**src/rtl/mbx_pkg.sv**
```systemverilog
// Package: field positions of the host control word and bank constants.
// Assumes an 8-bit register width; the index field is five bits wide.
package mbx_pkg;
    localparam int WORD_W      = 32;
    localparam int DATA_W      = 8;
    localparam int IDX_W       = 5;
    localparam int BIT_RELEASE = 28;
    localparam int BIT_STROBE  = 24;
    localparam int IDX_LSB     = 16;
    localparam int DIN_LSB     = 8;
    localparam int DOUT_LSB    = 0;

    // Writable-bit mask per register: register 0 bit 6 is reserved.
    function automatic logic [DATA_W-1:0] reg_mask(input int idx);
        return (idx == 0) ? 8'hBF : 8'hFF;
    endfunction
endpackage

```
**src/rtl/mbx_host_word.sv**
```systemverilog
// Module: mbx_host_word
// Holds the host-writable fields of the control word and turns a rising
// strobe bit into a one-cycle commit pulse.
// Assumes the host writes the whole word at once through host_we.
module mbx_host_word
    import mbx_pkg::*;
(
    input  logic              clk,
    input  logic              rst_n,
    input  logic              host_we,
    input  logic [WORD_W-1:0] host_wdata,
    output logic              release_q,
    output logic              strobe_q,
    output logic [IDX_W-1:0]  idx_q,
    output logic [DATA_W-1:0] din_q,
    output logic              commit
);
    logic strobe_prev;

    // These bits of the host word are not stored.
    logic unused_bits;
    assign unused_bits = ^{host_wdata[31:29], host_wdata[27:25],
                           host_wdata[23:21], host_wdata[7:0]};

    // Load the writable fields on a host write.
    always_ff @(posedge clk) begin
        if (!rst_n) begin
            release_q <= 1'b0;
            strobe_q  <= 1'b0;
            idx_q     <= '0;
            din_q     <= '0;
        end else if (host_we) begin
            release_q <= host_wdata[BIT_RELEASE];
            strobe_q  <= host_wdata[BIT_STROBE];
            idx_q     <= host_wdata[IDX_LSB +: IDX_W];
            din_q     <= host_wdata[DIN_LSB +: DATA_W];
        end
    end

    // Keep the previous strobe level for edge detection.
    always_ff @(posedge clk) begin
        if (!rst_n) strobe_prev <= 1'b0;
        else        strobe_prev <= strobe_q;
    end

    // The commit pulse is high only in the first cycle of a new strobe level.
    assign commit = strobe_q & ~strobe_prev;

    // a commit pulse never lasts more than one cycle.
    p_single_commit_r4: assert property (@(posedge clk) disable iff (!rst_n)
        commit && !host_we |=> !commit);

    // a host write is reflected in the stored strobe on the next cycle.
    p_strobe_load_r2: assert property (@(posedge clk) disable iff (!rst_n)
        host_we |=> strobe_q == $past(host_wdata[BIT_STROBE]));
endmodule

```
**src/rtl/mbx_reg_bank.sv**
```systemverilog
// Module: mbx_reg_bank
// Bank of NUM_REGS 8-bit registers. A register takes the value on a commit
// while the bank is released. A cleared release bit holds the whole bank at
// zero. Readback is combinational and returns zero for an index out of range.
// Assumes NUM_REGS <= 2**IDX_W.
module mbx_reg_bank
    import mbx_pkg::*;
#(
    parameter int NUM_REGS = 25
) (
    input  logic                       clk,
    input  logic                       rst_n,
    input  logic                       release_q,
    input  logic                       commit,
    input  logic [IDX_W-1:0]           idx,
    input  logic [DATA_W-1:0]          din,
    output logic [DATA_W-1:0]          dout,
    output logic [NUM_REGS*DATA_W-1:0] bank_flat
);
    localparam int BANK_BITS = NUM_REGS * DATA_W;

    logic [DATA_W-1:0] regs [NUM_REGS];

    genvar gi;
    generate
        for (gi = 0; gi < NUM_REGS; gi++) begin : g_reg
            localparam logic [DATA_W-1:0] MASK = reg_mask(gi);
            // Clear, hold or take the committed value for one register.
            always_ff @(posedge clk) begin
                if (!rst_n || !release_q)
                    regs[gi] <= '0;
                else if (commit && (int'(idx) == gi))
                    regs[gi] <= din & MASK;
            end
            assign bank_flat[gi*DATA_W +: DATA_W] = regs[gi];

            // a commit to this index lands the masked value.
            p_write_lands_r3: assert property (@(posedge clk) disable iff (!rst_n)
                commit && release_q && (int'(idx) == gi)
                |=> regs[gi] == ($past(din) & MASK));
        end
    endgenerate

    // Select the register named by the index field, or zero outside the bank.
    always_comb begin
        dout = '0;
        for (int k = 0; k < NUM_REGS; k++) begin
            if (int'(idx) == k) dout = regs[k];
        end
    end

    // a cleared release bit leaves the bank all zero.
    p_hold_zero_r5: assert property (@(posedge clk) disable iff (!rst_n)
        !release_q |=> bank_flat == '0);

    // a commit to an index outside the bank changes nothing.
    p_oob_discard_r6: assert property (@(posedge clk) disable iff (!rst_n)
        commit && release_q && (int'(idx) >= NUM_REGS) |=> $stable(bank_flat));

    // readback outside the bank is zero.
    p_oob_read_r6: assert property (@(posedge clk) disable iff (!rst_n)
        int'(idx) >= NUM_REGS |-> dout == '0);

    // without a commit the bank only stays put or clears.
    p_no_stray_write_r4: assert property (@(posedge clk) disable iff (!rst_n)
        !commit && release_q |=> $stable(bank_flat) || !release_q);

    logic unused_bank;
    assign unused_bank = ^BANK_BITS;
endmodule

```
**src/rtl/mbx_reg_bridge.sv**
```systemverilog
// Module: mbx_reg_bridge (top)
// Places the host word fields at fixed bit positions, feeds the bank and
// assembles the read word. Register 0 drives the headphone outputs.
// Assumes a single-cycle host port with the read data always valid.
module mbx_reg_bridge
    import mbx_pkg::*;
#(
    parameter int NUM_REGS = 25
) (
    input  logic        clk,
    input  logic        rst_n,
    input  logic        host_we,
    input  logic [31:0] host_wdata,
    output logic [31:0] host_rdata,
    output logic [5:0]  hp_volume,
    output logic        hp_clk_gate
);
    logic                       release_q;
    logic                       strobe_q;
    logic [IDX_W-1:0]           idx_q;
    logic [DATA_W-1:0]          din_q;
    logic                       commit;
    logic [DATA_W-1:0]          dout;
    logic [NUM_REGS*DATA_W-1:0] bank_flat;

    mbx_host_word u_word (
        .clk        (clk),
        .rst_n      (rst_n),
        .host_we    (host_we),
        .host_wdata (host_wdata),
        .release_q  (release_q),
        .strobe_q   (strobe_q),
        .idx_q      (idx_q),
        .din_q      (din_q),
        .commit     (commit)
    );

    mbx_reg_bank #(.NUM_REGS(NUM_REGS)) u_bank (
        .clk       (clk),
        .rst_n     (rst_n),
        .release_q (release_q),
        .commit    (commit),
        .idx       (idx_q),
        .din       (din_q),
        .dout      (dout),
        .bank_flat (bank_flat)
    );

    // Build the read word; the bits without a field read as zero.
    always_comb begin
        host_rdata                         = '0;
        host_rdata[BIT_RELEASE]            = release_q;
        host_rdata[BIT_STROBE]             = strobe_q;
        host_rdata[IDX_LSB +: IDX_W]       = idx_q;
        host_rdata[DIN_LSB +: DATA_W]      = din_q;
        host_rdata[DOUT_LSB +: DATA_W]     = dout;
    end

    // Register 0 fields drive the headphone outputs.
    assign hp_volume   = bank_flat[5:0];
    assign hp_clk_gate = bank_flat[7];

    // the bits without a field read zero.
    p_unused_zero_r2: assert property (@(posedge clk) disable iff (!rst_n)
        host_rdata[31:29] == 3'b0 && host_rdata[27:25] == 3'b0 &&
        host_rdata[23:21] == 3'b0);

    // the reserved bit of register 0 never reads as one.
    p_reserved_r7: assert property (@(posedge clk) disable iff (!rst_n)
        idx_q == '0 |-> host_rdata[6] == 1'b0);

    // the cycle after reset, the word reads all zero.
    p_reset_clear_r1: assert property (@(posedge clk)
        !rst_n |=> host_rdata == 32'h0);
endmodule

```
**config.mk**
```make
export PLATFORM = sky130hd
export DESIGN_NAME = mbx_reg_bridge
export DESIGN_NICKNAME = d
export VERILOG_FILES = /design/src/rtl/mbx_pkg.sv /design/src/rtl/mbx_host_word.sv /design/src/rtl/mbx_reg_bank.sv /design/src/rtl/mbx_reg_bridge.sv
export SDC_FILE = /design/constraint.sdc
export NUM_CORES = 1
export LEC_CHECK = 0
export CORE_ASPECT_RATIO = 0.8
export CORE_MARGIN = 5
export CORE_UTILIZATION = 59
export DETAILED_ROUTE_END_ITERATION = 16
export PLACE_DENSITY = 0.8
export SKIP_CTS_REPAIR_TIMING = 1
export SYNTH_ARGS = -nofsm -noshare
export SYNTH_HDL_FRONTEND = slang
export SYNTH_HIERARCHICAL = 1
export SYNTH_SLANG_ARGS = --single-unit
```
**constraint.sdc**
```tcl
create_clock -name clk -period 2.9 [get_ports clk]
set_input_delay 0.58 -clock clk [delete_from_list [all_inputs] [get_ports clk]]
set_output_delay 0.58 -clock clk [all_outputs]
set_load 0.1 [all_outputs]
```
==> results of run 1 <==
sequential cells by signal (all words and copies together), names as in the netlist:
name / flops
u_word/release_q: 1
u_word/strobe_q: 1
u_word/strobe_prev: 1
u_bank/regs: 199
u_word/idx_q: 5
u_word/din_q: 8
placed cells by master, fill, tap and decap left out, drive strengths merged, types with 5 or more instances in the layout:
master / count
nor3: 8
dfxtp: 16
nor2: 48
nand4: 5
a21oi: 35
o22ai: 12
a32oi: 6
a31oi: 7
a22oi: 7
mux2i: 40
mux2: 10
conb: 9
or3: 5
o21ai: 59
nand2: 38
nand2b: 7
o221ai: 6
nand3: 15
nor2b: 23
and2: 204
buf: 120
clkbuf: 30
clkdlybuf4s50: 17
edfxtp: 199
o211ai: 8
cell type report:
type	instances	share of cell area, %
timing repair buffer	138	10.2
tap	225	2.22
sequential	215	49.8
clock inverter	8	0.907
clock buffer	29	4.62
inverter	4	0.158
multi-input combinational	604	32.2
critical path, delay by kind of cell, from the launching register on:
kind	cells	cell delay, ns
muxes	1	0.29
DFF	1	0.42
AOI/OAI and AO/OA	5	1.13
buffers and inverters	2	0.30
worst max-delay path by stage:
stage / startpoint / end / slack (ns) / cells after the start
final: u_word/idx_q[0]$_SDFFE_PN0P_ / host_rdata[0] / -0.32 / 8
after global routing: u_word/idx_q[0]$_SDFFE_PN0P_ / host_rdata[0] / -0.37 / 8
after CTS: u_word/idx_q[0]$_SDFFE_PN0P_ / host_rdata[7] / -0.43 / 7
after detailed placement: u_word/idx_q[0]$_SDFFE_PN0P_ / host_rdata[7] / 0.09 / 7
after global placement: u_word/idx_q[0]$_SDFFE_PN0P_ / host_rdata[5] / 0.1 / 7
after floorplan: u_word/idx_q[3]$_SDFFE_PN0P_ / host_rdata[4] / -0.55 / 8
per-layer routing:
metal  vias up  GRT usage [%]  routed length, um
li1       3415              -                  -
met1      3780           40.1              11500
met3       111           6.57               4270
met5         -              0                  0
met2       631           42.3              13000
met4         0           8.85               1030
metrics by stage:
stage          TNS [ns]  setup WS [ns]  total power, mW  hold WS [ns]  cells
2_1_floorplan     -1.95         -0.550             4.23         0.468    895
3_3_place_gp          0         0.0953             4.54         0.503   1174
3_5_place_dp          0         0.0943             4.56         0.504   1174
4_1_cts           -3.27         -0.434             7.32         0.515   1211
5_1_grt           -2.08         -0.370             7.58         0.533   1223
6_report          -1.68         -0.319             7.41         0.513   1223
power groups by stage:
stage / clock network, mW / logic [mW] / registers (mW)
4_1_cts: 2.82 / 0.957 / 3.54
6_report: 2.81 / 1.06 / 3.53
5_1_grt: 2.95 / 1.09 / 3.54
3_3_place_gp: 0 / 0.944 / 3.60
2_1_floorplan: 0 / 0.559 / 3.67
3_5_place_dp: 0 / 0.955 / 3.60
==> impl_metrics.csv, run 1 <==
group,metric,value,unit
critical_path,critPathMaxStageDelay,0.42,ns
critical_path,worstReg2RegStart,"u_word/idx_q[0]$_SDFFE_PN0P_",
sta,fin_crit,3.22,ns
sta,finClkSkew,0.0175,ns
worst_hold_path,holdPathEnd,"u_word/strobe_prev$_SDFF_PN0_",
grt,grt_util_all_layers,27.7,%
critical_path,critPathMaxFanout,6,
sta,slew_headroom,13.2,%
critical_path,criticalPathCategory,"flip-flop to output port",
power,pwr-share-comb,14.3,%
worst_hold_path,min_from,"u_word/strobe_q$_SDFFE_PN0P_",
cells_and_area,antenna_cells,0,
critical_path,required,2.32,ns
sta,rsz0062_at_grt,"true",
power,p_int,5.49,mW
grt,grt_pass1_wl,44.0,mm
floorplanning,die_y,130,um
cells_and_area,fillers,1150,
cells_and_area,fin_area,12700,sq um
outcome,outcome,"finished, violations left",
critical_path,r2r_cells,5,
floorplanning,dieArea,20800,sq um
cts,cts.clk_slew.worst_paths,0.06,ns
job,maxCapViolations,0,
cells_and_area,syn2layout_area_growth,19.7,%
cells_and_area,num-nets-final,1019,
cts,insertion_delay,0.51,ns
placed_design,gp_congestion,0.967,
worst_hold_path,hold_class,"flip-flop to flip-flop",
drt,ant_nets,0,
synth,netlist_instances,887,
power,pwr-share-clk,38.0,%
floorplanning,io_pins,74,
grt,antenna_found_initial,0,
synth,synth_warnings,6,
drt,wirelength,29.9,mm
sta,worst_pin_slew,1.29,ns
floorplanning,rows,43,
cts,cts_buffers,21,
placed_design,place_area,11600,sq um
critical_path,cp-end-kind,"output port",
grt,grt_max_degree,28,
critical_path,crit_path_cell_trace,"buf_8, mux2_4, a221o_1, a32oi_1, o211ai_1, a32oi_2, o21ai_4, buf_12",
power,p_sw_share,25.9,%
critical_path,start_kind,"flip-flop",
drt,vias_per_cell,6.49,
grt,grt_pass1_vias,7418,
drt,drt_iter0_drc,1254,
cts,cts_tree,"done",
floorplanning,start_util,60.6,%
synth,avgSynthCellArea,12.0,sq um
cells_and_area,multi_input_area,4080,sq um
drt,drcViolationCount,0,
grt,overflow,0,
power,power.switching,1.92,mW
sta,fin_crit_sh,111,%
cells_and_area,utilization,72.5,%
power,power_frac_seq,47.7,%
placed_design,dpl.hpwl,19.3,mm
drt,vias,7937,
drt,avgRoutedWirePerCell,24.4,um
critical_path,slowest_stage,"dfxtp_4",
sta,max_freq,0.311,GHz
cells_and_area,layout-drive-gt1-share,22.2,%
sta,final_max_slew_viol_count,0,
floorplanning,core_area,17500,sq um
critical_path,r2r_end,"u_bank/regs[1][46]$_SDFFCE_PN0P_",
sta,setup_viol_count_final,8,
cts,cts.path.max_buffers,3,
worst_hold_path,whs_path_depth,1,
cts,cts.sinks,215,
critical_path,cp.arrival,2.64,ns
power,vdd_drop_max,0.398,mV
sta,setup_slack,-0.319,ns
placed_design,portBuffers,47,
cts,cts_htree_levels,1,
cts,root_buffer,"clkbuf_16",
power,p_leak,4.96,nW
critical_path,ff2ff_setup_slack,0.27,ns
synth,syn_area,10600,sq um
power,power_density,584,nW/um^2
sta,hold_viol,0,
outcome,violations,"setup timing",
cells_and_area,regArea,6310,sq um
drt,first_pass_iters,6,
floorplanning,die_w,160,um
No activity file was read; power rests on OpenSTA's default activity.
==> inputs of run 2 (changes only) <==
--- a/config.mk
+++ b/config.mk
@@ -8,6 +8,7 @@
 export CORE_ASPECT_RATIO = 0.8
 export CORE_MARGIN = 5
 export CORE_UTILIZATION = 59
+export CTS_BUF_LIST = sky130_fd_sc_hd__clkbuf_16
 export DETAILED_ROUTE_END_ITERATION = 16
 export PLACE_DENSITY = 0.8
 export SKIP_CTS_REPAIR_TIMING = 1
@@ -15,3 +16,4 @@
 export SYNTH_HDL_FRONTEND = slang
 export SYNTH_HIERARCHICAL = 1
 export SYNTH_SLANG_ARGS = --single-unit
+export TNS_END_PERCENT = 10
==> impl_metrics.csv, run 2 (synthesized netlist as in run 1, its figures left out) <==
group,metric,value,unit
cts,cts.sinks,215,
placed_design,gp_congestion,0.957,
cts,cts_tree,"done",
power,vdd_drop_max,0.458,mV
critical_path,worstReg2RegStart,"u_word/idx_q[0]$_SDFFE_PN0P_",
outcome,violations,"setup timing",
floorplanning,core_area,17500,sq um
sta,setup_viol_count_final,8,
grt,grt_pass1_wl,42.8,mm
placed_design,pre_cts_slack,0.0470,ns
grt,grt_max_degree,28,
sta,final_max_slew_viol_count,0,
cells_and_area,fillers,1192,
cts,cts_buffers,22,
cts,cts.path.max_buffers,3,
sta,hold_viol,0,
placed_design,dpl.hpwl,19.1,mm
floorplanning,rows,43,
sta,fin_crit,3.22,ns
power,power_density,576,nW/um^2
sta,finClkSkew,0.00947,ns
placed_design,dp.cells,1174,
drt,vias,7764,
critical_path,cp_num_cells,8,
grt,grt_util_all_layers,27.0,%
cells_and_area,layout_common_cells,"and2_1 (202), edfxtp_1 (199), buf_4 (109), o21ai_0 (51), nor2_1 (45)",
worst_hold_path,min_from,"u_word/strobe_q$_SDFFE_PN0P_",
worst_hold_path,hold_class,"flip-flop to flip-flop",
drt,ant_nets,0,
drt,wirelength,28.7,mm
cells_and_area,reg_top3,"u_bank/regs: 199 flops, u_word/din_q: 8 flops, u_word/idx_q: 5 flops",
sta,max_freq,0.311,GHz
critical_path,criticalPathCategory,"flip-flop to output port",
critical_path,cp.arrival,2.64,ns
cells_and_area,num-nets-final,1023,
critical_path,slowest_stage,"dfxtp_4",
critical_path,cp-endpoint,"host_rdata[2]",
placed_design,portBuffers,47,
floorplanning,die_y,130,um
critical_path,cp-end-kind,"output port",
worst_hold_path,whs_path_depth,1,
cells_and_area,final_common_cell,"and2_1",
grt,overflow,0,
critical_path,critPathMaxStageDelay,0.47,ns
floorplanning,dieArea,20800,sq um
sta,rsz0062_at_grt,"true",
drt,first_pass_iters,7,
critical_path,crit_start,"u_word/idx_q[0]$_SDFFE_PN0P_",
drt,avgRoutedWirePerCell,23.4,um
critical_path,crit_path_cell_trace,"buf_6, mux2_2, a22oi_1, o221a_1, nand3_1, o2111ai_1, o21ai_1, buf_12",
drt,vias_per_cell,6.32,
critical_path,critPathMaxFanout,10,
critical_path,ff2ff_setup_slack,0.18,ns
critical_path,r2r_end,"u_bank/regs[1][42]$_SDFFCE_PN0P_",
job,maxCapViolations,0,
critical_path,critPathTopFamily,"compound AO/OA/AOI/OAI gates",
drt,drt_iter0_drc,1070,
cts,insertion_delay,0.51,ns
sta,setup_slack,-0.319,ns
floorplanning,io_pins,74,
drt,drcViolationCount,0,
cells_and_area,final_cells,1228,
sta,slew_headroom,11.6,%
floorplanning,die_w,160,um
cts,cts_htree_levels,1,
cells_and_area,largest_register,"u_bank/regs",
cts,cts.clk_slew.worst_paths,0.06,ns
outcome,outcome,"finished, violations left",
cts,root_buffer,"clkbuf_16",
floorplanning,start_util,60.6,%
critical_path,required,2.32,ns
critical_path,r2r_cells,5,
power,p_leak,4.92,nW
cells_and_area,largest_reg_flops,199,
cells_and_area,antenna_cells,0,
sta,worst_pin_slew,1.31,ns
critical_path,start_kind,"flip-flop",
grt,antenna_found_initial,1,
sta,fin_crit_sh,111,%
grt,grt_pass1_vias,7374,
critical_path,path_buf_inv,2,
cells_and_area,syn2layout_area_growth,17.6,%
cells_and_area,layout-drive-gt1-share,20.1,%
run 2: changes by cell type in the layout (fill, tap and decap cells not counted), sizes merged:
| cell | change |
|---|---|
| clkbuf | -7 |
| bufinv | -2 |
| clkinv | +6 |
| clkinvlp | +1 |
| buf | +4 |
| inv | +3 |
run 2: cell type report:
class / instances / area (sq um) / area share (%)
sequential: 215 / 6310 / 50.6
multi-input combinational: 604 / 3930 / 31.5
timing repair buffer: 141 / 1250 / 10.1
clock buffer: 23 / 576 / 4.62
tap: 225 / 282 / 2.26
clock inverter: 16 / 100 / 0.803
inverter: 4 / 15.0 / 0.120
run 2: worst register-to-register path: stages, from the launching register on:
cell and delay, ns:
dfxtp_4 0.47, buf_4 0.19, nor2b_2 0.22, buf_4 0.22, nand3_1 0.19, o21ai_0 1.05
run 2: layer usage:
layer | wire length (um) | part of all wire [%] | track usage [%]
met4 | 1160 | 4.0 | 10.1
met5 | 19 | 0.066 | 0
met3 | 4040 | 14 | 7.55
met2 | 12100 | 42 | 39.9
met1 | 11400 | 40 | 38.7
run 2: through the flow:
| stage | area (sq um) | utilization, % | TNS, ns | hold slack (ns) | power (mW) |
|---|---|---|---|---|---|
| 6_report | 12500 | 71.3 | -2.12 | 0.530 | 7.18 |
| 5_1_grt | 12500 | 71.3 | -2.57 | 0.541 | 7.38 |
| 4_1_cts | 12300 | 70.2 | -2.87 | 0.535 | 7.15 |
| 3_5_place_dp | 11600 | 66.3 | 0 | 0.526 | 4.54 |
| 3_3_place_gp | 11600 | 66.3 | 0 | 0.518 | 4.53 |
| 2_1_floorplan | 10700 | - | -3.66 | 0.468 | 4.22 |
run 2: worst min path at each step:
stage / to / slack, ns
final: u_word/strobe_prev$_SDFF_PN0_ / 0.53
after global routing: u_word/strobe_prev$_SDFF_PN0_ / 0.54
after CTS: u_word/strobe_prev$_SDFF_PN0_ / 0.53
after detailed placement: u_word/strobe_prev$_SDFF_PN0_ / 0.53
after global placement: u_word/release_q$_SDFFE_PN0P_ / 0.52
after floorplan: u_word/strobe_prev$_SDFF_PN0_ / 0.47
run 2: power by group:
group | internal, mW | switching, mW
Sequential | 3.47 | 0.0678
Combinational | 0.313 | 0.683
Clock | 1.52 | 1.13
Total | 5.30 | 1.88
